==> src/rtl/lsu_lane_pkg.sv <==
package lsu_lane_pkg;
  localparam int unsigned LANES  = 8;
  localparam int unsigned DATA_W = LANES * 8;

  typedef enum logic [1:0] {
    SZ_BYTE = 2'd0,
    SZ_HALF = 2'd1,
    SZ_WORD = 2'd2,
    SZ_DBL  = 2'd3
  } acc_size_e;

  // natural alignment: start offset must be a multiple of the size
  function automatic logic size_fits(input acc_size_e sz, input logic [2:0] off);
    case (sz)
      SZ_BYTE: size_fits = 1'b1;
      SZ_HALF: size_fits = (off[0] == 1'b0);
      SZ_WORD: size_fits = (off[1:0] == 2'b00);
      default: size_fits = (off == 3'b000);
    endcase
  endfunction

  // contiguous lane run of 2^sz lanes starting at off
  function automatic logic [LANES-1:0] lane_run(input acc_size_e sz, input logic [2:0] off);
    logic [LANES:0] base;
    base = ({{LANES{1'b0}}, 1'b1} << (4'd1 << sz)) - 1'b1;
    lane_run = base[LANES-1:0] << off;
  endfunction

  // width adjust of a right-justified load value
  function automatic logic [DATA_W-1:0] widen(input logic [DATA_W-1:0] raw,
                                              input acc_size_e sz, input logic sgn);
    case (sz)
      SZ_BYTE: widen = {{(DATA_W-8){sgn & raw[7]}},   raw[7:0]};
      SZ_HALF: widen = {{(DATA_W-16){sgn & raw[15]}}, raw[15:0]};
      SZ_WORD: widen = {{(DATA_W-32){sgn & raw[31]}}, raw[31:0]};
      default: widen = raw;
    endcase
  endfunction
endpackage

==> src/rtl/lsu_align_check.sv <==
module lsu_align_check
  import lsu_lane_pkg::*;
(
  input  logic      clk,
  input  logic      rst_n,
  input  logic      req_valid,
  input  acc_size_e size,
  input  logic [2:0] off,
  output logic      go,
  output logic      misalign
);
  logic fits;
  assign fits     = size_fits(size, off);
  assign go       = req_valid & fits;
  assign misalign = req_valid & ~fits;


  misalign_offset_chk: assert property (@(posedge clk) disable iff (!rst_n)
    misalign |-> (off != 3'b000 && size != SZ_BYTE));
endmodule

==> src/rtl/lsu_store_lanes.sv <==
module lsu_store_lanes
  import lsu_lane_pkg::*;
(
  input  logic              clk,
  input  logic              rst_n,
  input  logic              en,
  input  acc_size_e         size,
  input  logic [2:0]        off,
  input  logic [DATA_W-1:0] wdata,
  output logic [LANES-1:0]  be,
  output logic [DATA_W-1:0] wdata_lane
);
  assign be         = en ? lane_run(size, off) : '0;
  assign wdata_lane = wdata << {off, 3'b000};


  lane_count_chk: assert property (@(posedge clk) disable iff (!rst_n)
    en |-> ($countones(be) == (32'd1 << size)));

  lane_floor_chk: assert property (@(posedge clk) disable iff (!rst_n)
    en |-> be[off]);
endmodule

==> src/rtl/lsu_load_extend.sv <==
module lsu_load_extend
  import lsu_lane_pkg::*;
(
  input  logic              clk,
  input  logic              rst_n,
  input  logic              capture,
  input  acc_size_e         size,
  input  logic [2:0]        off,
  input  logic              sgn,
  input  logic [DATA_W-1:0] rdata,
  output logic              ld_valid,
  output logic [DATA_W-1:0] ld_data
);
  logic       vld_q;
  acc_size_e  sz_q;
  logic [2:0] off_q;
  logic       sgn_q;
  logic [DATA_W-1:0] shifted;

  always_ff @(posedge clk) begin
    if (!rst_n) begin
      vld_q <= 1'b0;
      sz_q  <= SZ_BYTE;
      off_q <= '0;
      sgn_q <= 1'b0;
    end else begin
      vld_q <= capture;
      if (capture) begin
        sz_q  <= size;
        off_q <= off;
        sgn_q <= sgn;
      end
    end
  end

  assign shifted  = rdata >> {off_q, 3'b000};
  assign ld_data  = widen(shifted, sz_q, sgn_q);
  assign ld_valid = vld_q;


  load_origin_chk: assert property (@(posedge clk) disable iff (!rst_n)
    ld_valid |-> $past(capture));

  zero_fill_chk: assert property (@(posedge clk) disable iff (!rst_n)
    (ld_valid && !sgn_q && sz_q == SZ_BYTE) |-> (ld_data[DATA_W-1:8] == '0));
endmodule

==> src/rtl/lsu_lane_unit.sv <==
module lsu_lane_unit
  import lsu_lane_pkg::*;
#(
  parameter int unsigned ADDR_W = 32
) (
  input  logic              clk,
  input  logic              rst_n,
  input  logic              req_valid,
  input  logic [ADDR_W-1:0] req_addr,
  input  logic [1:0]        req_size,
  input  logic              req_store,
  input  logic              req_signed,
  input  logic [63:0]       req_wdata,
  output logic              mem_en,
  output logic              mem_we,
  output logic [ADDR_W-1:0] mem_addr,
  output logic [7:0]        mem_be,
  output logic [63:0]       mem_wdata,
  input  logic [63:0]       mem_rdata,
  output logic              fault,
  output logic              ld_valid,
  output logic [63:0]       ld_data
);
  localparam int unsigned OFF_W = $clog2(LANES);

  acc_size_e        size_e;
  logic [OFF_W-1:0] off;
  logic             align_go;
  logic             misalign;
  logic             load_go;
  logic             fault_q;

  assign size_e = acc_size_e'(req_size);
  assign off    = req_addr[OFF_W-1:0];

  lsu_align_check u_align (
    .clk(clk), .rst_n(rst_n), .req_valid(req_valid), .size(size_e), .off(off),
    .go(align_go), .misalign(misalign)
  );

  lsu_store_lanes u_lanes (
    .clk(clk), .rst_n(rst_n), .en(align_go), .size(size_e), .off(off),
    .wdata(req_wdata), .be(mem_be), .wdata_lane(mem_wdata)
  );

  assign load_go = align_go & ~req_store;

  lsu_load_extend u_load (
    .clk(clk), .rst_n(rst_n), .capture(load_go), .size(size_e), .off(off),
    .sgn(req_signed), .rdata(mem_rdata), .ld_valid(ld_valid), .ld_data(ld_data)
  );

  assign mem_en   = align_go;
  assign mem_we   = align_go & req_store;
  assign mem_addr = {req_addr[ADDR_W-1:OFF_W], {OFF_W{1'b0}}};

  always_ff @(posedge clk) begin
    if (!rst_n) fault_q <= 1'b0;
    else        fault_q <= misalign;
  end
  assign fault = fault_q;


  misalign_quiet_chk: assert property (@(posedge clk) disable iff (!rst_n)
    misalign |-> (!mem_en && mem_be == 8'h00));

  fault_origin_chk: assert property (@(posedge clk) disable iff (!rst_n)
    fault |-> $past(req_valid));

  fault_no_load_chk: assert property (@(posedge clk) disable iff (!rst_n)
    fault |-> !ld_valid);

  store_no_load_chk: assert property (@(posedge clk) disable iff (!rst_n)
    (req_valid && req_store) |=> !ld_valid);
endmodule

==> config.mk <==
export PLATFORM = sky130hd
export DESIGN_NAME = lsu_lane_unit
export DESIGN_NICKNAME = d
export VERILOG_FILES = /design/src/rtl/lsu_lane_pkg.sv /design/src/rtl/lsu_align_check.sv /design/src/rtl/lsu_store_lanes.sv /design/src/rtl/lsu_load_extend.sv /design/src/rtl/lsu_lane_unit.sv
export SDC_FILE = /design/constraint.sdc
export NUM_CORES = 1
export LEC_CHECK = 0
export ABC_AREA = 0
export BUFFER_PORTS_ARGS = -buffer_cell sky130_fd_sc_hd__buf_2
export CORE_UTILIZATION = 28
export CTS_CLUSTER_DIAMETER = 60
export DETAILED_ROUTE_END_ITERATION = 8
export GPL_TIMING_DRIVEN = 1
export PLACE_DENSITY = 0.57
export SYNTH_ARGS = -nofsm -noshare
export SYNTH_HDL_FRONTEND = slang
export SYNTH_SLANG_ARGS = --single-unit
==> constraint.sdc <==
create_clock -name clk -period 2.2 [get_ports clk]
set_input_delay 0.22 -clock clk [delete_from_list [all_inputs] [get_ports clk]]
set_output_delay 0.22 -clock clk [all_outputs]
set_load 0.05 [all_outputs]
==> summary.md <==
| Metric | Value |
|---|---|
| DIE AREA | ~0.018 sq mm |
| Uppermost layer routed | met4 |
| Worst R2R End | u_load.off_q[1] |
| Initial Utilization | between 20% and 30% |
| Synth top cells by count | mux2i_1, nand2_1, nor2_1 |
| Met3 routed WL | approximately 1400 um |
| Met1 WL | 7990 um |
| WL met2 | 10,300 um |
| Number of synthesized flops with an enable pin | 0 |
| CTS clk-pin slew, worst paths | 0.04 ns |
| First-pass GRT wire length | slightly below 30,000 um |
| Drt first pass iters | 6 |
| Hold path startpoint | req_signed |
| CP Cell Sequence | buf_4, mux2i_2, a22oi_2, nand4_1, buf_6, buf_6, nand4_1, buf_4 |
| Sequential cell area fraction in the yosys report | between 3 and 4% |
| Antenna Violating Nets Remaining | 0 |
| Post-Syn Area | just under 0.005 sq mm |
| Slowest-stage cell, CP | dfxtp_4 |
| Min Tclk post-route | approximately 2.2 ns |
| Rows | 48 |
| Bufs on Longest Clock Path | 2 |
| Port buffer count | 277 |
| Maximum VDD drop | roughly 170 uV |
| Hold Path Depth | 3 |
| Diodes inserted | 0 |
| Final instance area | just over 0.007 sq mm |
| Drc violations | 0 |
| Largest net degree at the start of global routing | 72 |
| P&R area growth vs syn | 45.9% |
| Setup CP Type | reg -> out |
| Mapped Cells | roughly 650 |
| Die outline height | about 130 um |
| Yosys reg bits | 8 |
| Final Hold Vio Count | 0 |
| H-tree Lvls | 1 |
| I/O pins | between 300 and 400 |
| Area after DPL | about 0.0064 sq mm |
| Routed WL | between 20,000 and 25,000 um |
| WHS Endpoint | u_load.sgn_q |
| Post-synth top area cell | mux2i_1 |
| Vias | 6,020 |
| Ys Warns | 0 |
| Fin Clk Skew | 0 ns |
| Most common cell in the synthesized netlist | mux2i_1 |
| TritonCTS Buffers | 3 |
| Top area cells in the synthesized netlist | mux2i_1, mux4_2, mux2_2 |
| Final setup viols | 21 |
| DR iter-0 viols | roughly 350 |
| Max-cap violations | 0 |
| RSZ-0062 raised after global routing | yes |
| Async S/R FF share, synth | 0% |
| CP Capture Type | output port |
| Max-slew violations | 0 |
| Leak | 3.44 nW |
| Worst skew pair latency | between 0.2 and 0.25 ns |
| Tcrit/Tclk final | 101% |
| Gr usage total | between 10% and 20% |
| R2r setup slk | between 1 and 1.5 ns |
| Die X | approximately 130 um |
| Worst Path Required | between 1.5 and 2 ns |
| DP Worst Slack | approximately 0.2 ns |
| GP Congestion | between 0.8 and 0.9 |
| Worst-path maximum fanout | 12 |
| Post-DP HPWL | 14,900 um |
| Synth Flop Type | dfxtp_1 |
| Max Freq | between 0.4 and 0.5 GHz |
| Grt ovf | 0 |
| Layout cells sized above 1 | between 40% and 50% |
| Pwr Density | between 300 and 400 mW/mm^2 |
| TritonCTS Sinks | 8 |
| Wire length per cell | 18.1 um |
| Initial antenna violation count | 0 |
| Post-synth cell types | 48 |
| Syn Area/Cell | 7.63 sq um |
| CP arrival | ~2.0 ns |
| Layout Nets | roughly 1,100 |
| R2R cell count | 3 |
| Vias per cell | ~5.4 |
| Slowest Stage Delay on Critical Path | 0.44 ns |
| Post-synth top area share | between 20 and 25% |
| Failing checks | negative setup slack |
| Status | finished, violations left |
| Final Power | 2.27 mW |
| Vias in the first global route | 5,475 |
| Worst R2R Start | u_load.off_q[1] |
| Worst Hold Class | in -> reg |
| Worst setup margin | -0.0329 ns |
| CTS tree | built |
| Core Box Area | about 0.017 sq mm |
| Clock Tree Root | clkbuf_16 |
| Post-CTS Hold Buffers | 0 |
| Crit start category | flop |
## cells in the final DEF (no fill, tap or decap), types with 4 or more instances in the layout
cell type,n
clkbuf_16,8
o22ai_1,17
nand3_1,10
nand4_1,26
nor2_1,54
o2111ai_2,7
o21ai_0,30
nand2b_1,5
buf_12,13
mux2i_1,117
dfxtp_1,6
mux2i_2,4
a21oi_1,29
mux4_1,4
mux2_2,32
inv_1,4
buf_4,49
and2_1,15
mux4_2,23
nor2b_1,5
o2bb2ai_1,11
nand2_1,79
o211ai_1,5
buf_2,217
buf_6,46
o21ai_1,9
a22oi_1,6
o2111ai_1,7
## cell type report
class / count / area [sq um]
Multi-Input combinational cell: 532 / 4230
Sequential cell: 8 / 168
Fill cell: 1769 / 10000
Clock buffer: 4 / 78.8
Timing Repair Buffer: 334 / 2410
Inverter: 4 / 15.0
Tap cell: 225 / 282
## per-layer routing
metal  vias up  global-route usage, %
met5         -                      0
met4         0                   4.37
met3        23                   2.36
met2       315                   36.2
met1      2828                   24.1
li1       2854                      -
## stage by stage
step / instances / utilization [%] / hold slack (ns) / TNS [ns]
floorplan: 648 / - / 0.362 / 0
global placement: 1086 / 37.2 / 0.440 / 0
detailed placement: 1086 / 37.2 / 0.440 / 0
CTS: 1092 / 38.7 / 0.245 / -0.00476
global route: 1107 / 41.7 / 0.250 / -2.00
finish: 1107 / 41.7 / 0.244 / -0.220
## state kept, by name (all words and copies together), names as in the netlist
name             count
u_load.off_q         3
u_load.ld_valid      1
fault                1
u_load.sz_q          2
u_load.sgn_q         1
## cell families after synthesis
kind of cell,after synthesis,share of synthesized area [%]
flops,8,3.25
fa+ha+maj,1,0.254
buf+inv,108,14.0
compound gates,135,17.7
simple gates,211,19.8
mux,182,45.0
other cells,1,0.0761
## worst max-delay path by stage
stage | from | end | slack, ns | cells after the start
5_1_grt | u_load.off_q[2] | ld_data[49] | -0.06 | 8
3_5_place_dp | u_load.off_q[1] | ld_data[16] | 0.20 | 6
6_report | u_load.off_q[1] | ld_data[61] | -0.03 | 8
4_1_cts | u_load.off_q[0] | ld_data[3] | -0.005 | 4
3_3_place_gp | u_load.off_q[1] | ld_data[11] | 0.20 | 6
2_1_floorplan | req_size[1] | mem_be[7] | 0.01 | 6
## critical path: cells and delay by family (launching register included)
kind,cells,cell delay [ns]
AO/OA/AOI/OAI,1,0.10
AND/OR/NAND/NOR,2,0.25
buffers and inverters,4,0.74
flip-flops,1,0.44
multiplexers,1,0.25
## power breakdown
group	leakage, nW	internal (mW)	switching [mW]
Clock	0.0382	0.241	0.0715
Combinational	3.33	0.631	1.16
Sequential	0.0666	0.150	0.00971
Total	3.44	1.02	1.25
## timing repair
action / in CTS / in global routing
cloned: 1 / 7
pin swaps: 1 / 9
setup buffers: 1 / 8
endpoints found under the setup margin: 34 / 61
gates resized for setup: 48 / 106
Note: power is estimated with default switching activity, not from simulation.
